<file path="config.mk">
export PLATFORM = sky130hd
export DESIGN_NAME = opea_seq
export DESIGN_NICKNAME = d
export VERILOG_FILES = /design/src/rtl/opea_pkg.sv /design/src/rtl/opea_stride.sv /design/src/rtl/opea_ctrl.sv /design/src/rtl/opea_seq.sv
export SDC_FILE = /design/constraint.sdc
export NUM_CORES = 1
export LEC_CHECK = 0
export ABC_AREA = 1
export BUFFER_PORTS_ARGS = -buffer_cell sky130_fd_sc_hd__buf_4
export CORE_MARGIN = 3
export CORE_UTILIZATION = 52
export CTS_CLUSTER_SIZE = 14
export DETAILED_ROUTE_END_ITERATION = 12
export GPL_ROUTABILITY_DRIVEN = 0
export PLACE_DENSITY = 0.78
export SYNTH_ARGS = -nofsm -noshare
export SYNTH_HDL_FRONTEND = slang
export SYNTH_SLANG_ARGS = --single-unit
</file>
<file path="constraint.sdc">
create_clock -name clk -period 2.9 [get_ports clk]
set_input_delay 0.29 -clock clk [delete_from_list [all_inputs] [get_ports clk]]
set_output_delay 0.29 -clock clk [all_outputs]
set_load 0.02 [all_outputs]
</file>
<file path="src/rtl/opea_pkg.sv">
package opea_pkg;

   typedef enum logic [2:0] {
      AM_REG  = 3'd0,
      AM_DEF  = 3'd1,
      AM_INC  = 3'd2,
      AM_INCD = 3'd3,
      AM_DEC  = 3'd4,
      AM_DECD = 3'd5,
      AM_IDX  = 3'd6,
      AM_IDXD = 3'd7
   } am_mode_t;

   typedef enum logic [2:0] {
      SQ_IDLE = 3'd0,
      SQ_BASE = 3'd1,
      SQ_EXT  = 3'd2,
      SQ_IDX  = 3'd3,
      SQ_PTR  = 3'd4
   } sq_state_t;

   // Deferred auto-step modes address a pointer word, so their stride is fixed wide.
   function automatic logic pointer_step(input am_mode_t m);
      return (m == AM_INCD) || (m == AM_DECD);
   endfunction

endpackage

</file>
<file path="src/rtl/opea_stride.sv">
module opea_stride
   import opea_pkg::*;
#(
   parameter int AW      = 16,
   parameter int RIW     = 3,
   parameter int SP_IDX  = 6,
   parameter int PC_IDX  = 7,
   parameter bit WIDE_SP = 1'b1
) (
   input  logic [AW-1:0]  base,
   input  am_mode_t       mode,
   input  logic [RIW-1:0] regno,
   input  logic           byte_op,
   output logic [AW-1:0]  inc_val,
   output logic [AW-1:0]  dec_val
);

   localparam logic [AW-1:0] STEP_NARROW = AW'(1);
   localparam logic [AW-1:0] STEP_WIDE   = AW'(2);

   logic          wide_reg;
   logic [AW-1:0] step;

   generate
      if (WIDE_SP) begin : g_sp_wide
         assign wide_reg = (regno == RIW'(SP_IDX)) || (regno == RIW'(PC_IDX));
      end else begin : g_pc_only
         assign wide_reg = (regno == RIW'(PC_IDX));
      end
   endgenerate

   always_comb begin
      if (wide_reg || pointer_step(mode) || !byte_op) step = STEP_WIDE;
      else                                            step = STEP_NARROW;
   end

   assign inc_val = base + step;
   assign dec_val = base - step;

endmodule

</file>
<file path="src/rtl/opea_ctrl.sv">
module opea_ctrl
   import opea_pkg::*;
#(
   parameter int AW     = 16,
   parameter int RIW    = 3,
   parameter int PC_IDX = 7
) (
   input  logic           clk,
   input  logic           rst_n,
   input  logic           start,
   input  logic [RIW+2:0] spec,
   input  logic           byte_op,
   output logic [RIW-1:0] rf_rd_idx,
   input  logic [AW-1:0]  rf_rd_data,
   output logic           rf_wr_en,
   output logic [RIW-1:0] rf_wr_idx,
   output logic [AW-1:0]  rf_wr_data,
   output logic           mem_req,
   output logic [AW-1:0]  mem_addr,
   input  logic [AW-1:0]  mem_rdata,
   input  logic           mem_ready,
   output logic           done,
   output logic           is_reg,
   output logic [RIW-1:0] reg_num,
   output logic [AW-1:0]  ea,
   output am_mode_t       mode_q,
   output logic [RIW-1:0] reg_q,
   output logic           byte_q,
   input  logic [AW-1:0]  inc_val,
   input  logic [AW-1:0]  dec_val
);

   localparam logic [RIW-1:0] PC_SEL   = RIW'(PC_IDX);
   localparam logic [AW-1:0]  WORD_ADV = AW'(2);

   sq_state_t     state_q;
   logic [AW-1:0] addr_q;
   logic [AW-1:0] disp_q;
   logic [AW-1:0] ea_q;
   logic          done_q;
   logic          isreg_q;
   logic [AW-1:0] idx_sum;
   am_mode_t      spec_mode;

   assign spec_mode = am_mode_t'(spec[RIW+2:RIW]);
   assign idx_sum   = rf_rd_data + disp_q;

   // The base read returns the program counter for index modes; otherwise the named register.
   assign rf_rd_idx = (state_q == SQ_BASE && (mode_q == AM_IDX || mode_q == AM_IDXD))
                      ? PC_SEL : reg_q;

   assign mem_req  = (state_q == SQ_EXT) || (state_q == SQ_PTR);
   assign mem_addr = addr_q;

   always_comb begin
      rf_wr_en   = 1'b0;
      rf_wr_idx  = reg_q;
      rf_wr_data = inc_val;
      unique case (state_q)
         SQ_BASE: begin
            if (mode_q == AM_INC || mode_q == AM_INCD) begin
               rf_wr_en   = 1'b1;
               rf_wr_data = inc_val;
            end else if (mode_q == AM_DEC || mode_q == AM_DECD) begin
               rf_wr_en   = 1'b1;
               rf_wr_data = dec_val;
            end
         end
         SQ_EXT: begin
            rf_wr_en   = mem_ready;
            rf_wr_idx  = PC_SEL;
            rf_wr_data = addr_q + WORD_ADV;
         end
         default: ;
      endcase
   end

   always_ff @(posedge clk or negedge rst_n) begin
      if (!rst_n) begin
         state_q <= SQ_IDLE;
         mode_q  <= AM_REG;
         reg_q   <= '0;
         byte_q  <= 1'b0;
         addr_q  <= '0;
         disp_q  <= '0;
         ea_q    <= '0;
         done_q  <= 1'b0;
         isreg_q <= 1'b0;
      end else begin
         done_q <= 1'b0;
         unique case (state_q)
            SQ_IDLE: begin
               if (start) begin
                  mode_q  <= spec_mode;
                  reg_q   <= spec[RIW-1:0];
                  byte_q  <= byte_op;
                  isreg_q <= (spec_mode == AM_REG);
                  if (spec_mode == AM_REG) done_q  <= 1'b1;
                  else                     state_q <= SQ_BASE;
               end
            end
            SQ_BASE: begin
               unique case (mode_q)
                  AM_DEF, AM_INC: begin
                     ea_q    <= rf_rd_data;
                     done_q  <= 1'b1;
                     state_q <= SQ_IDLE;
                  end
                  AM_DEC: begin
                     ea_q    <= dec_val;
                     done_q  <= 1'b1;
                     state_q <= SQ_IDLE;
                  end
                  AM_INCD: begin
                     addr_q  <= rf_rd_data;
                     state_q <= SQ_PTR;
                  end
                  AM_DECD: begin
                     addr_q  <= dec_val;
                     state_q <= SQ_PTR;
                  end
                  AM_IDX, AM_IDXD: begin
                     addr_q  <= rf_rd_data;
                     state_q <= SQ_EXT;
                  end
                  default: state_q <= SQ_IDLE;
               endcase
            end
            SQ_EXT: begin
               if (mem_ready) begin
                  disp_q  <= mem_rdata;
                  state_q <= SQ_IDX;
               end
            end
            SQ_IDX: begin
               if (mode_q == AM_IDX) begin
                  ea_q    <= idx_sum;
                  done_q  <= 1'b1;
                  state_q <= SQ_IDLE;
               end else begin
                  addr_q  <= idx_sum;
                  state_q <= SQ_PTR;
               end
            end
            SQ_PTR: begin
               if (mem_ready) begin
                  ea_q    <= mem_rdata;
                  done_q  <= 1'b1;
                  state_q <= SQ_IDLE;
               end
            end
            default: state_q <= SQ_IDLE;
         endcase
      end
   end

   assign done    = done_q;
   assign is_reg  = isreg_q;
   assign reg_num = reg_q;
   assign ea      = ea_q;

   // Write-back tally for the operand in flight (checking only).
   logic [1:0] wr_cnt_q;
   always_ff @(posedge clk or negedge rst_n) begin
      if (!rst_n)                             wr_cnt_q <= 2'd0;
      else if (state_q == SQ_IDLE && start)   wr_cnt_q <= 2'd0;
      else if (rf_wr_en && wr_cnt_q != 2'd3)  wr_cnt_q <= wr_cnt_q + 2'd1;
   end

   a_r1_reg_next_cycle: assert property (@(posedge clk) disable iff (!rst_n)
      (state_q == SQ_IDLE && start && spec_mode == AM_REG) |=> (done && is_reg));

   a_r1_no_mem_for_reg: assert property (@(posedge clk) disable iff (!rst_n)
      is_reg |-> !mem_req);

   a_r11_hold_request: assert property (@(posedge clk) disable iff (!rst_n)
      (mem_req && !mem_ready) |=> (mem_req && $stable(mem_addr)));

   a_r12_one_writeback: assert property (@(posedge clk) disable iff (!rst_n)
      done |-> (wr_cnt_q == ((mode_q == AM_REG || mode_q == AM_DEF) ? 2'd0 : 2'd1)));

endmodule

</file>
<file path="src/rtl/opea_seq.sv">
module opea_seq
   import opea_pkg::*;
#(
   parameter int AW      = 16,
   parameter int NREG    = 8,
   parameter int SP_IDX  = 6,
   parameter int PC_IDX  = 7,
   parameter bit WIDE_SP = 1'b1,
   localparam int RIW    = $clog2(NREG),
   localparam int SPW    = RIW + 3
) (
   input  logic           clk,
   input  logic           rst_n,
   input  logic           start,
   input  logic [SPW-1:0] spec,
   input  logic           byte_op,
   output logic [RIW-1:0] rf_rd_idx,
   input  logic [AW-1:0]  rf_rd_data,
   output logic           rf_wr_en,
   output logic [RIW-1:0] rf_wr_idx,
   output logic [AW-1:0]  rf_wr_data,
   output logic           mem_req,
   output logic [AW-1:0]  mem_addr,
   input  logic [AW-1:0]  mem_rdata,
   input  logic           mem_ready,
   output logic           done,
   output logic           is_reg,
   output logic [RIW-1:0] reg_num,
   output logic [AW-1:0]  ea
);

   generate
      if (AW < 4) begin : g_bad_width
         $error("opea_seq: AW must be at least 4");
      end
      if (NREG < 2 || (1 << RIW) != NREG) begin : g_bad_nreg
         $error("opea_seq: NREG must be a power of two, at least 2");
      end
      if (PC_IDX >= NREG || SP_IDX >= NREG || PC_IDX == SP_IDX) begin : g_bad_idx
         $error("opea_seq: SP_IDX and PC_IDX must be distinct registers");
      end
   endgenerate

   am_mode_t       mode_q;
   logic [RIW-1:0] reg_q;
   logic           byte_q;
   logic [AW-1:0]  inc_val;
   logic [AW-1:0]  dec_val;

   opea_stride #(
      .AW(AW), .RIW(RIW), .SP_IDX(SP_IDX), .PC_IDX(PC_IDX), .WIDE_SP(WIDE_SP)
   ) stride_i (
      .base    (rf_rd_data),
      .mode    (mode_q),
      .regno   (reg_q),
      .byte_op (byte_q),
      .inc_val (inc_val),
      .dec_val (dec_val)
   );

   opea_ctrl #(
      .AW(AW), .RIW(RIW), .PC_IDX(PC_IDX)
   ) ctrl_i (
      .clk        (clk),
      .rst_n      (rst_n),
      .start      (start),
      .spec       (spec),
      .byte_op    (byte_op),
      .rf_rd_idx  (rf_rd_idx),
      .rf_rd_data (rf_rd_data),
      .rf_wr_en   (rf_wr_en),
      .rf_wr_idx  (rf_wr_idx),
      .rf_wr_data (rf_wr_data),
      .mem_req    (mem_req),
      .mem_addr   (mem_addr),
      .mem_rdata  (mem_rdata),
      .mem_ready  (mem_ready),
      .done       (done),
      .is_reg     (is_reg),
      .reg_num    (reg_num),
      .ea         (ea),
      .mode_q     (mode_q),
      .reg_q      (reg_q),
      .byte_q     (byte_q),
      .inc_val    (inc_val),
      .dec_val    (dec_val)
   );

endmodule

</file>
After elaboration in Yosys (flattened, before gate mapping)
Index checks and enable logic that the tools add are counted.
{"block": "totals", "wordCells": 87, "reg_bits": 60, "out_inout_bits": 61, "inputBits": 43}
{"block": "classes", "add_sub_neg": 4, "n_reduce_logical": 24, "n_mux": 29, "n_eq_ne": 21}
{"cell": "$pmux W16 S2", "n": 4}
{"cell": "$mux W16", "n": 5}
{"cell": "$pmux W16 S3", "n": 1}
{"cell": "$eq A3 B3 Y1 const B", "n": 7}
{"cell": "$mux W3", "n": 7}
{"cell": "$add A16 B16 Y16", "n": 1}
{"cell": "$add A16 B2 Y16", "n": 1}
{"cell": "$add A16 B2 Y16 const B", "n": 1}
{"cell": "$sub A16 B2 Y16", "n": 1}
{"cell": "$pmux W3 S5", "n": 1}
{"cell": "$eq A3 B2 Y1 const B", "n": 4}
{"cell": "$ne A2 B2 Y1 const B", "n": 5}
{"cell": "$logic_or A1 B1 Y1", "n": 8}
{"cell": "$reduce_and A4 Y1", "n": 2}
{"cell": "$mux W1", "n": 7}
{"cell": "$eq A3 B1 Y1 const B", "n": 2}
{"cell": "$logic_not A3 Y1", "n": 2}
{"cell": "$ne A3 B3 Y1 const B", "n": 2}
{"cell": "$pmux W3 S2", "n": 1}
{"cell": "$reduce_or A2 Y1", "n": 3}
{"cell": "$reduce_or A3 Y1", "n": 2}
{"cell": "$pmux W1 S4", "n": 1}
{"cell": "$reduce_and A2 Y1", "n": 2}
{"cell": "$reduce_and A3 Y1", "n": 1}
{"cell": "other kinds (7)", "n": 7}

Logic depth before layout (Yosys ltp)
Gate-level depths: netlist of run 1.
{"block": "depth", "depth_word": 9, "depth_mapped": 18, "ltp_nobuf": 18}

Modules after synthesis
From an unflattened synthesis of run 1, not the netlist that was laid out.
{"block": "hier_totals", "hier_cells": 892, "hier_area_um2": 5710.5}
{"module": "opea_ctrl", "area_per_inst_um2": 4688.2, "cells_each": 718, "seq_area_each_um2": 1501.4, "n_inst": 1}
{"module": "opea_stride", "area_per_inst_um2": 1022.2, "cells_each": 174, "seq_area_each_um2": 0.0, "n_inst": 1}

Least setup slack after synthesis of run 1
OpenSTA, ideal clock, no wires.
{"block": "synth_timing", "kind": "flip-flop to output port", "start": "register ctrl_i.mode_q[2]", "end": "output port rf_wr_data[14]", "arrival_ns": 2.708, "path_buffers": 0, "slack_ns": -0.098, "required_time_ns": 2.610, "path_stages_with_launch": 18, "cell_sequence": "dfrtp_1 > inv_2 > nor2_8 > nand2_2 > o21ai_0 > nor2_1 > ha_1 > inv_1 > fa_1 > inv_1 > nand3_1 > nor3_1 > nand3_1 > nand2_1 > nand2_1 > nand2_1 > nand3_1 > nand3_1"}
{"block": "synth_between", "elab_chain_cells": 9}
{"element": "from (decl)", "line": "opea_ctrl.sv:26", "rtl": "output am_mode_t mode_q,"}
{"element": "from (signal assigned)", "line": "opea_ctrl.sv:94", "rtl": "mode_q <= spec_mode;"}
{"element": "$eq A3 B2 Y1 or $eq A3 B3 Y1 (tied branches)", "line": "opea_pkg.sv:24, opea_ctrl.sv:61, opea_ctrl.sv:64"}
{"element": "$logic_or A1 B1 Y1", "line": "opea_pkg.sv:24", "rtl": "return (m == AM_INCD) || (m == AM_DECD);"}
{"element": "$logic_or A1 B1 Y1 (2 in series)", "line": "opea_stride.sv:33", "rtl": "if (wide_reg || pointer_step(mode) || !byte_op) step = STEP_WIDE;"}
{"element": "$mux W2", "line": "opea_stride.sv:33"}
{"element": "$add A16 B2 Y16 or $sub A16 B2 Y16 (tied branches)", "line": "opea_stride.sv:37, opea_stride.sv:38"}
{"element": "$mux W16", "line": "opea_ctrl.sv:64", "rtl": "end else if (mode_q == AM_DEC || mode_q == AM_DECD) begin"}
{"element": "$mux W16", "line": "opea_ctrl.sv:61", "rtl": "if (mode_q == AM_INC || mode_q == AM_INCD) begin"}
{"element": "$pmux W16 S2 *", "line": "opea_ctrl.sv:59", "rtl": "unique case (state_q)"}
{"element": "to (decl)", "line": "opea_seq.sv:21", "rtl": "output logic [AW-1:0] rf_wr_data,"}
Every way passes the cells marked *; elsewhere a longest branch is shown, timed or not.

Worst setup path after layout of run 1
{"block": "layout_timing", "start": "register ctrl_i.mode_q[1]", "end": "output port rf_wr_data[4]"}
The elaborated chain is that of the path after synthesis.

==> summary.md, run 1 <==
| Metric | Value |
|---|---|
| Status | finished, violations left |
| Failing checks | setup timing |
| Die ar. | 0.01192 sq mm |
| Setup repair after global routing missed its margin | yes |
| Critical path class | flop to output pin |
| # rows | 37 |
| Crit start category | flop |
| Endpoints failing setup | 13 |
| Worst-case clock buffer depth | 2 |
| Vias | 6,567 |
| Fin crit share | 1.055 |
| Post-route ant nets | 0 |
| Die Wd | 109.2 um |
| Worst setup EP type | output pin |
| First-pass GRT wire length | 29,560 um |
| Vias in the first global route | just over 6,000 |
| Post-synth EDFFs | 0 |
| Worst R2R Setup Slack | around 0.14 ns |
| Share of cells above drive strength 1 | 0.2485 |
| Fmax achieved | 0.3267 GHz |
| CP Data Required Time | about 2.6 ns |
| Hold crit path type | input pin to async pin |
| Worst Clk Skew | between 0.01 and 0.015 ns |
| Unique cell type count in the Yosys netlist | 46 |
| Gr usage total | 0.3164 |
| Largest net degree at the start of global routing | 61 |
| DP Wirelength | 13,220 um |
| Ys Warns | 0 |
| Clock-pin slew on the worst setup and hold paths | 0.08 ns |
| Worst vdd ir | 0.6379 mV |
| Final hold violation count | 0 |
| Worst-Margin Slew | 0.7884 ns |
| Final Max Slew Viols | 0 |
| Post-route cell area | 0.007148 sq mm |
| DP Area | approximately 0.0064 sq mm |
| Synth Net Count | 938 |
| CP top delay family | adder cells |
| Die height | approximately 110 um |
| Most used DFF post-synth | dfrtp_1 |
| Number of H-tree levels | 3 |
| Crit path capture | rf_wr_data[4] |
| Critical path depth in cells | 11 |
| R2r endpoint | ctrl_i.mem_addr[9]$_DFFE_PN0P_ |
| Post-Synthesis Cells | 871 |
| First DRT Iteration DRCs | between 700 and 800 |
| Placed Cells | 1,099 |
| Fin util | 0.6924 |
| Slew HR | 0.4744 |
| Final #Nets | around 1,100 |
| Buf/Inv on CP | 2 |
| I/O Buffers | 103 |
| Crit path largest cell delay | 0.44 ns |
| CTS sink count | 60 |
| Worst-skew pair later-pin latency | 0.36 ns |
| R2R depth | 20 |
| Seq cells post-synth | 60 |
| Worst hold slack | 0.009007 ns |
| Remaining Overflow, GRT | 0 |
| ANT cells | 0 |
| Asr flop ratio synth | 1.000 |
| Initial antenna violation count | 0 |
| DRC Markers | 0 |
| Layout Cells excl Fill | between 1,000 and 1,500 |
| Initial Util | 0.5362 |
| Max Cap Viol | 0 |
| CP arrival | 2.77 ns |
| Core region area | 0.01032 sq mm |
| Critical-path cell list | nand2_1 -> o21ai_4 -> nor2_4 -> buf_6 -> ha_1 -> fa_2 -> nand2_2 -> xor2_1 -> nand2_1 -> o311ai_1 -> buf_4 |
| Avg Cell Area, Syn | 6.355 sq um |
| CTS buffer count | 9 |
| PD cells | 1167 mW/mm^2 |
| Final wirelength | 19,280 um |
| Final worst slack | -0.1608 ns |
| RR Startpoint | ctrl_i.mode_q[1]$_DFFE_PN0P_ |
| Synthesis-to-layout area growth | 29.14% |
| Synth Cell Area | 0.005535 sq mm |
| CTS Root Cell | clkbuf_8 |
| Final setup TNS | -0.9818 ns |
| Drt first pass iters | 7 |
| IO Pins | 104 |
| Register area share after synthesis | 0.2712 |
| TritonCTS clock tree | done |
| Worst Setup SP | ctrl_i.mode_q[1]$_DFFE_PN0P_ |
| Final Critical Period | 3.061 ns |
| Worst Path Max Fanout | 4 |
| Post-DR wirelength/cell | about 17 um |
| Static leakage | 3.683 nW |
| Slowest CP cell | dfrtp_2 |
| Avg Vias per Cell | 5.750 |
| Cell mode on critical path | nand2_1 |
[cell usage after synthesis (all sizes together) (8+ instances only)]
| cell type | number | area share |
|---|---|---|
| nand2 | 244 | 0.17 |
| inv | 120 | 0.083 |
| nand3 | 99 | 0.094 |
| nor2 | 93 | 0.067 |
| a21oi | 69 | 0.066 |
| o21ai | 64 | 0.060 |
| dfrtp | 60 | 0.27 |
| ha | 21 | 0.047 |
| buf | 20 | 0.026 |
| nor3 | 15 | 0.014 |
| xor2 | 8 | 0.013 |
[kinds of logic (layout without fill, tap and decap cells)]
| family | count (synthesis) | in the layout | synth area share |
|---|---|---|---|
| compound gates | 157 | 157 | 0.1623 |
| buf+inv | 146 | 280 | 0.1128 |
| mux | 6 | 6 | 0.01221 |
| xor+xnor | 9 | 9 | 0.01424 |
| fa+ha+maj | 24 | 24 | 0.05832 |
| simple gates | 469 | 470 | 0.3689 |
| flops | 60 | 60 | 0.2712 |
[repair_timing]
item                       4_1_cts  5_1_grt
cloned                           0        3
pin swaps                       17       18
resized for setup               42       26
hold buffers                     0        0
setup endpoints to repair       15       31
hold endpoints to repair         0        0
setup buffers                   22        5
[stage by stage]
stage	total power [mW]	setup slack [ns]
3_5_place_dp	6.745	-0.04005
4_1_cts	7.947	-0.1418
5_1_grt	8.969	-0.2245
6_report	8.344	-0.1608
3_3_place_gp	6.679	0.04993
2_1_floorplan	5.112	-0.004896
[placed cells by master (no fill, tap or decap), types with 3 or more instances in the layout]
master,count
nand2_1,231
buf_4,135
inv_1,108
nand3_1,86
nor2_1,84
a21oi_1,63
dfrtp_1,58
o21ai_0,51
ha_1,19
nor3_1,13
clkbuf_8,10
inv_2,9
nand3_2,9
or2_2,7
o211ai_1,7
nand2_2,7
buf_6,7
nand2_4,6
o21ai_1,6
o21ai_2,6
xor2_1,6
mux2_2,6
nand4_1,5
nor2_4,4
and2_1,4
a31oi_1,4
a21oi_2,4
nand3_4,4
nor2_2,4
inv_6,4
a31oi_2,3
[worst min path at each step]
| stage | end | cells past startpoint | start |
|---|---|---|---|
| 6_report | ctrl_i.mem_addr[12]$_DFFE_PN0P_ | 1 | rst_n |
| 5_1_grt | ctrl_i.mem_addr[12]$_DFFE_PN0P_ | 1 | rst_n |
| 4_1_cts | ctrl_i.mem_addr[12]$_DFFE_PN0P_ | 1 | rst_n |
| 3_5_place_dp | ctrl_i.mem_addr[12]$_DFFE_PN0P_ | 1 | rst_n |
| 3_3_place_gp | ctrl_i.mem_addr[12]$_DFFE_PN0P_ | 1 | rst_n |
| 2_1_floorplan | ctrl_i.byte_q$_DFFE_PN0P_ | 0 | rst_n |
[where the power goes]
part           switching [mW]  internal, mW
clock                   0.395         0.516
sequential              0.342          1.25
combinational            3.64          2.20
total                    4.37          3.97
[area by class of cell]
| type | instances | area [sq um] |
|---|---|---|
| flip-flops and latches | 60 | 1504 |
| clock inverters | 6 | 95.09 |
| fillers | 879 | 3176 |
| well taps | 136 | 170.2 |
| repair inverters | 2 | 17.52 |
| inverters | 120 | 467.9 |
| clock buffers | 10 | 137.6 |
| repair buffers | 142 | 1092 |
| multi-input cells | 666 | 3664 |
[layer usage]
| layer | vias up | wire length (um) | global-route usage |
|---|---|---|---|
| li1 | 3095 | - | - |
| met5 | - | 0 | 0 |
| met1 | 2955 | 7902 | 0.4347 |
| met2 | 436 | 8387 | 0.4921 |
| met4 | 0 | 675 | 0.1051 |
| met3 | 81 | 2313 | 0.07342 |
(Power assumes the default switching activity.)
==> run 2, diff against run 1 <==
- CORE_UTILIZATION: 52 -> 25
- PLACE_DENSITY: 0.78 -> default
==> run 2 against run 1 <==
The run still ends with setup timing left. Design area increased by 6.0%. Die area grew 100%. Total power increased by 6.2%. Via count shrank 3.5%. Combinational power is 6.0% higher. Critical endpoint unchanged. Largest cell class unchanged. Largest power group unchanged.
==> summary.md, run 2 (synthesis gave the netlist of run 1 again) <==
| Metric | Value |
|---|---|
| Met2 Use GR | 0.2754 (was 0.4921) |
| Slowest CP cell | dfrtp_2 (unchanged) |
| Final worst slack | -0.1061 ns (was -0.1608 ns) |
| Final #Nets | 1,086 (was 1,068) |
| Leading cell types in the layout, fill and taps excluded | 229 x nand2_1, 148 x buf_4, 105 x inv_1, 83 x nand3_1, 81 x nor2_1 (was 231 x nand2_1, 135 x buf_4, 108 x inv_1, 86 x nand3_1, 84 x nor2_1) |
| Worst-Margin Slew | 0.8230 ns (was 0.7884 ns) |
| Die ar. | 0.02396 sq mm (was 0.01192 sq mm) |
| ANT cells | 0 (unchanged) |
| Fmax achieved | 0.3327 GHz (was 0.3267 GHz) |
| First-pass GRT wire length | 33,010 um (was 29,560 um) |
| Final wirelength | 21,390 um (was 19,280 um) |
| DP Area | 0.006646 sq mm (was 0.006427 sq mm) |
| Status | finished, violations left (unchanged) |
| Most common cell after layout, fill and taps aside | nand2_1 (unchanged) |
| Fillcell total | 2,289 (was 879) |
| Die Wd | 154.8 um (was 109.2 um) |
| Number of H-tree levels | 3 (unchanged) |
| Final Max Slew Viols | 0 (unchanged) |
| Failing checks | setup timing (unchanged) |
| Drt first pass iters | 5 (was 7) |
| Initial Util | 0.2584 (was 0.5362) |
| Cell mode on critical path | nand2_1 (unchanged) |
| CP top delay family | adder cells (unchanged) |
| Core region area | 0.02142 sq mm (was 0.01032 sq mm) |
| Fin crit share | 1.037 (was 1.055) |
| GR Util met3 | 0.02350 (was 0.07342) |
| Worst Path Max Fanout | 5 (was 4) |
| Buf/Inv on CP | 2 (unchanged) |
| Static leakage | 3.821 nW (was 3.683 nW) |
| Crit path largest cell delay | 0.42 ns (was 0.44 ns) |
| Avg Vias per Cell | 4.878 (was 5.750) |
| Worst vdd ir | 0.3952 mV (was 0.6379 mV) |
| IO Pins | 104 (unchanged) |
| CTS buffer count | 9 (unchanged) |
| RR Startpoint | ctrl_i.mode_q[1]$_DFFE_PN0P_ (unchanged) |
| CTS sink count | 60 (unchanged) |
| Synthesis-to-layout area growth | 36.89% (was 29.14%) |
| Hold crit path type | input pin to async pin (unchanged) |
| R2R depth | 19 (was 20) |
| Worst setup EP type | output pin (unchanged) |
| Share of cells above drive strength 1 | 0.2715 (was 0.2485) |
| Worst R2R Setup Slack | 0.08 ns (was 0.14 ns) |
| Clock-pin slew on the worst setup and hold paths | 0.05 ns (was 0.08 ns) |
| Slew HR | 0.4513 (was 0.4744) |
| Largest net degree at the start of global routing | 61 (unchanged) |
| Top Usage Layer GRT | met2 (unchanged) |
| Worst Clk Skew | 0.006972 ns (was 0.01217 ns) |
| First DRT Iteration DRCs | 519 (was 742) |
| Worst-skew pair later-pin latency | 0.35 ns (was 0.36 ns) |
| Critical-path cell list | nand2_1 -> o21ai_4 -> nor2_4 -> buf_6 -> ha_2 -> fa_2 -> nand2_2 -> xor2_1 -> nand2_1 -> o311ai_2 -> buf_4 (was nand2_1 -> o21ai_4 -> nor2_4 -> buf_6 -> ha_1 -> fa_2 -> nand2_2 -> xor2_1 -> nand2_1 -> o311ai_1 -> buf_4) |
| Crit start category | flop (unchanged) |
| CP arrival | 2.72 ns (was 2.77 ns) |
| Endpoints failing setup | 8 (was 13) |
| Final Critical Period | 3.006 ns (was 3.061 ns) |
| Max Cap Viol | 0 (unchanged) |
| CTS Root Cell | clkbuf_16 (was clkbuf_8) |
| Die height | 154.8 um (was 109.2 um) |
| CP Data Required Time | 2.61 ns (about the same) |
| Post-DR wirelength/cell | 16.47 um (was 16.88 um) |
| TritonCTS clock tree | done (unchanged) |
| Setup repair after global routing missed its margin | yes (unchanged) |
| GR met1 Demand/Resource | 0.2415 (was 0.4347) |
| DP Wirelength | 15,860 um (was 13,220 um) |
| DRC Markers | 0 (unchanged) |
| Vias | 6,337 (was 6,567) |
| PD cells | 1169 mW/mm^2 (was 1167 mW/mm^2) |
| Initial antenna violation count | 0 (unchanged) |
| Final hold violation count | 0 (unchanged) |
| Critical path class | flop to output pin (unchanged) |
| R2r endpoint | ctrl_i.mem_addr[12]$_DFFE_PN0P_ (was ctrl_i.mem_addr[9]$_DFFE_PN0P_) |
| Vias in the first global route | 6,149 (was 6,051) |
| Remaining Overflow, GRT | 0 (unchanged) |
| CTS Hold Bufs | 0 (unchanged) |
| Post-route cell area | 0.007577 sq mm (was 0.007148 sq mm) |
| Worst-case clock buffer depth | 2 (unchanged) |
| I/O Buffers | 103 (unchanged) |
| Post-route ant nets | 0 (unchanged) |
| Worst Setup SP | ctrl_i.mode_q[1]$_DFFE_PN0P_ (unchanged) |
| # rows | 53 (was 37) |
| Worst hold slack | 0.04086 ns (was 0.009007 ns) |
| Gr usage total | 0.1751 (was 0.3164) |
## run 2: routing by layer
layer | up-vias | share of wire
met3 | 38 | 0.056
met1 | 2931 | 0.46
met4 | 0 | 0.030
met5 | - | 0
met2 | 235 | 0.46
li1 | 3133 | -
## run 2: timing repair
| action | in CTS | in global routing |
|---|---|---|
| resized for setup | 44 | 47 |
| endpoints found under the setup margin | 15 | 32 |
| pin swaps | 13 | 25 |
| setup buffers | 35 | 5 |
| gates cloned | 0 | 3 |
## run 2: per-stage QoR
step | power, mW | setup slack, ns | util | instances | TNS, ns
after floorplan | 5.112 | -0.004896 | - | 871 | -0.004896
after global placement | 6.875 | 0.02243 | 0.3103 | 1244 | 0
after detailed placement | 6.941 | -0.02925 | 0.3103 | 1244 | -0.02925
after CTS | 8.482 | -0.1351 | 0.3432 | 1295 | -1.087
after global routing | 9.597 | -0.2506 | 0.3538 | 1299 | -2.034
final | 8.857 | -0.1061 | 0.3538 | 1299 | -0.6004
## run 2: how the worst max path moves through the flow
stage | cells after the start | endpoint
after global routing | 18 | rf_wr_data[14]
after CTS | 18 | rf_wr_data[5]
after floorplan | 17 | rf_wr_data[14]
final | 11 | rf_wr_data[4]
after global placement | 15 | rf_wr_data[10]
after detailed placement | 15 | rf_wr_data[10]
## run 2: layout make-up
cell class | instances | area, sq um | share of cell area
tap | 275 | 344.1 | 0.04541
timing repair inverter | 2 | 17.52 | 0.002312
inverter | 120 | 471.7 | 0.06225
timing repair buffer | 160 | 1246 | 0.1645
clock buffer | 15 | 277.8 | 0.03666
multi-input combinational | 666 | 3711 | 0.4898
clock inverter | 1 | 5.005 | 0.0006605
sequential | 60 | 1504 | 0.1985
## run 2: report_power, final
group	internal (mW)	switching, mW
sequential	1.26	0.361
clock	0.647	0.406
combinational	2.44	3.75
total	4.34	4.52
==> run 3, diff against run 2 <==
--- a/config.mk
+++ b/config.mk
@@ -6,5 +6,4 @@
 export NUM_CORES = 1
 export LEC_CHECK = 0
-export ABC_AREA = 1
 export BUFFER_PORTS_ARGS = -buffer_cell sky130_fd_sc_hd__buf_4
 export CORE_MARGIN = 3
==> constraint.sdc (replaced) <==
create_clock -name clk -period 3.6 [get_ports clk]
set_input_delay 0.72 -clock clk [delete_from_list [all_inputs] [get_ports clk]]
set_output_delay 0.72 -clock clk [all_outputs]
set_load 0.02 [all_outputs]
==> run 3 against run 2 <==
The flow still finishes with violations (setup timing). Register-to-register slack improved by 0.64 ns. Sequential power fell by 17%. Critical path depth rose by 1. Synthesized cell count fell by 29%. Worst setup slack got worse by 0.053 ns. Critical endpoint is now rf_wr_data[13]. Largest power group unchanged.
==> summary.md, run 3 <==
| Metric | Value |
|---|---|
| Final hold violation count | 0 (unchanged) |
| Final Max Slew Viols | 0 (unchanged) |
| Final setup TNS | -0.8416 ns (was -0.6004 ns) |
| First-pass GRT wire length | 27,300 um (was 33,010 um) |
| Layout Cells excl Fill | 992 (was 1,299) |
| Final Critical Period | 3.759 ns |
| Asr flop ratio synth | 1.000 (unchanged) |
| Worst Clk Skew | 0.01128 ns (was 0.006972 ns) |
| Clock-pin slew on the worst setup and hold paths | 0.06 ns (was 0.05 ns) |
| Synth Area in Adders | 0.06540 (was 0.05832) |
| Worst vdd ir | 0.5033 mV (was 0.3952 mV) |
| Failing checks | setup timing (unchanged) |
| Complex-gate fraction of the synthesized area | 0.2139 (was 0.1623) |
| Hold crit path type | input pin to async pin (unchanged) |
| DP Area | 0.006195 sq mm (was 0.006646 sq mm) |
| CP arrival | 3.04 ns (was 2.72 ns) |
| Endpoints failing setup | 10 (was 8) |
| CTS sink count | 60 (unchanged) |
| TritonCTS clock tree | done (unchanged) |
| Initial antenna violation count | 0 (unchanged) |
| Simple-gate area share of the yosys netlist | 0.2142 (was 0.3689) |
| Final worst slack | -0.1592 ns (was -0.1061 ns) |
| Synth Cell Area | 0.005089 sq mm (was 0.005535 sq mm) |
| # rows | 51 (was 53) |
| Post-Synthesis Cells | 616 (was 871) |
| R2R depth | 13 (was 19) |
| Post-Synth XOR/XNOR Area | 0.09983 (was 0.01424) |
| Top cells by area, synth | dfrtp_1 30%, xnor2_1 6.7%, nand2_1 5.9%, mux2_2 5.5%, ha_1 5.2% (was dfrtp_1 27%, nand2_1 16%, nand3_1 8.6%, inv_1 7.6%, nor2_1 6.0%) |
| Unique cell type count in the Yosys netlist | 63 (was 46) |
| Vias | 5,057 (was 6,337) |
| Share of cells above drive strength 1 | 0.3095 (was 0.2715) |
| Post-route ant nets | 0 (unchanged) |
| ANT cells | 0 (unchanged) |
| Core region area | 0.01972 sq mm (was 0.02142 sq mm) |
| Synth Net Count | 683 (was 938) |
| Post-synth EDFFs | 0 (unchanged) |
| Total chip power | 6.221 mW (was 8.857 mW) |
| Die ar. | 0.02210 sq mm (was 0.02396 sq mm) |
| Leading cell types in the layout, fill and taps excluded | 137 x buf_4, 80 x nand2_1, 60 x dfrtp_1, 56 x nor2_1, 39 x xnor2_1 (was 229 x nand2_1, 148 x buf_4, 105 x inv_1, 83 x nand3_1, 81 x nor2_1) |
| Worst-Margin Slew | 0.8189 ns (was 0.8230 ns) |
| Main combinational cell family by area after synthesis | simple AND/OR/NAND/NOR gates (unchanged) |
| R2r endpoint | ctrl_i.ea[15]$_DFFE_PN0P_ (was ctrl_i.mem_addr[12]$_DFFE_PN0P_) |
| Die height | 148.7 um (was 154.8 um) |
| Register area share after synthesis | 0.2951 (was 0.2712) |
| Worst R2R Setup Slack | 0.72 ns (was 0.08 ns) |
| Max Cap Viol | 0 (unchanged) |
| IO Pins | 104 (unchanged) |
| Setup repair after global routing missed its margin | yes (unchanged) |
| Fmax achieved | 0.2660 GHz |
| Post-route cell area | 0.006837 sq mm (was 0.007577 sq mm) |
| Vias in the first global route | 4,902 (was 6,149) |
| Synth top area share | 0.2951 (was 0.2712) |
| Slew HR | 0.4541 (was 0.4513) |
| DP Wirelength | 13,090 um (was 15,860 um) |
| Ys Warns | 0 (unchanged) |
| Placed Cells | 965 (was 1,244) |
| Count leader, synth | nand2_1 (unchanged) |
| Avg Cell Area, Syn | 8.261 sq um (was 6.355 sq um) |
| Most used DFF post-synth | dfrtp_1 (unchanged) |
| Avg Vias per Cell | 5.098 (was 4.878) |
| Largest net degree at the start of global routing | 61 (unchanged) |
| Dpl ws | -0.01873 ns (was -0.02925 ns) |
| Fin crit share | 1.044 |
| Seq cells post-synth | 60 (unchanged) |
| CP Data Required Time | 2.88 ns (was 2.61 ns) |
| Final wirelength | 17,320 um (was 21,390 um) |
| Number of H-tree levels | 3 (unchanged) |
| Crit start category | flop (unchanged) |
| Static leakage | 2.840 nW (was 3.821 nW) |
| Worst Path Max Fanout | 6 (was 5) |
| Worst setup EP type | output pin (unchanged) |
| Die Wd | 148.7 um (was 154.8 um) |
| Initial Util | 0.2581 (was 0.2584) |
| I/O Buffers | 103 (unchanged) |
| Post-DR wirelength/cell | 17.45 um (was 16.47 um) |
| Synthesis-to-layout area growth | 34.35% (was 36.89%) |
| First DRT Iteration DRCs | 292 (was 519) |
| Synth area leader | dfrtp_1 (unchanged) |
| Most common cell after layout, fill and taps aside | buf_4 (was nand2_1) |
| Drt first pass iters | 5 (unchanged) |
| Critical path class | flop to output pin (unchanged) |
| Final #Nets | 789 (was 1,086) |
| DRC Markers | 0 (unchanged) |
| RR Startpoint | ctrl_i.mode_q[2]$_DFFE_PN0P_ (was ctrl_i.mode_q[1]$_DFFE_PN0P_) |
| Synth top cells by count | 80 x nand2_1, 60 x dfrtp_1, 59 x nor2_1, 39 x xnor2_1, 38 x o21ai_0 (was 236 x nand2_1, 112 x inv_1, 95 x nand3_1, 89 x nor2_1, 65 x a21oi_1) |
| Status | finished, violations left (unchanged) |
| Mux cell area share after synthesis | 0.06516 (was 0.01221) |
| CTS Root Cell | clkbuf_16 (unchanged) |
| CTS buffer count | 9 (unchanged) |
| Worst Setup SP | ctrl_i.mode_q[2]$_DFFE_PN0P_ (was ctrl_i.mode_q[1]$_DFFE_PN0P_) |
| Worst-case clock buffer depth | 2 (unchanged) |
| Remaining Overflow, GRT | 0 (unchanged) |
| Gr usage total | 0.1570 (was 0.1751) |
| Worst-skew pair later-pin latency | 0.35 ns (about the same) |
| PD cells | 910.0 mW/mm^2 (was 1169 mW/mm^2) |
==> run 3: cells by family (layout without fill, tap and decap cells) <==
| logic type | Yosys count | count (layout) |
|---|---|---|
| XOR/XNOR | 58 | 58 |
| AND/OR/NAND/NOR | 226 | 226 |
| adder cells (fa/ha/maj) | 25 | 25 |
| buffers and inverters | 53 | 164 |
| multiplexers | 30 | 30 |
| AO/OA/AOI/OAI | 164 | 164 |
| flip-flops | 60 | 60 |
==> run 3: worst max path at each step <==
stage	endpoint	slack (ns)	cells past startpoint
floorplan	rf_wr_data[12]	0.006	13
global placement	rf_wr_data[12]	0.07	13
detailed placement	rf_wr_data[12]	-0.02	13
CTS	rf_wr_data[10]	-0.14	13
global route	rf_wr_data[13]	-0.25	12
finish	rf_wr_data[13]	-0.16	12
==> run 3: power by group <==
| group | total [mW] | internal, mW | switching, mW | leakage [nW] |
|---|---|---|---|---|
| clock network | 1.03 | 0.677 | 0.349 | 0.167 |
| registers | 1.34 | 1.02 | 0.329 | 0.715 |
| logic | 3.85 | 1.67 | 2.18 | 1.96 |
| total | 6.22 | 3.36 | 2.86 | 2.84 |
==> run 3: critical path, stage by stage, from the launching register on <==
cell      delay, ns
dfrtp_1        0.39
xor2_1         0.21
nand2_1        0.13
nand3_4        0.18
inv_6          0.07
buf_6          0.12
ha_4           0.14
or4b_4         0.58
nor4_4         0.18
mux2i_1        0.13
xor2_1         0.17
o221ai_1       0.20
buf_4          0.18
==> run 3: final cells by class <==
cell class                      count  area, sq um
Inverter                            7        31.28
Timing Repair Buffer              141         1074
Tap cell                          265        331.6
Sequential cell                    60         1501
Clock inverter                      6        112.6
Multi-Input combinational cell    503         3557
Clock buffer                       10        229.0
Fill cell                        2061        12880
==> run 3: per-layer routing <==
| layer | track usage | part of all wire |
|---|---|---|
| met1 | 0.2087 | 0.44 |
| met2 | 0.2569 | 0.48 |
| met3 | 0.03991 | 0.069 |
| met4 | 0.03695 | 0.012 |
| met5 | 0 | 0 |
==> run 3: metrics by stage <==
stage                       util  hold WS [ns]
after global placement    0.3142        0.4962
after CTS                 0.3358        0.4945
after global routing      0.3467        0.5307
final                     0.3467        0.4461
after detailed placement  0.3142        0.4992
after floorplan                -        0.4244
==> run 3: what timing repair did <==
item,CTS,global route
cloned,0,0
hold endpoints to repair,0,0
resized for setup,12,38
pin swaps,10,17
buffers inserted,4,7
hold buffers,0,0
endpoints found under the setup margin,13,13
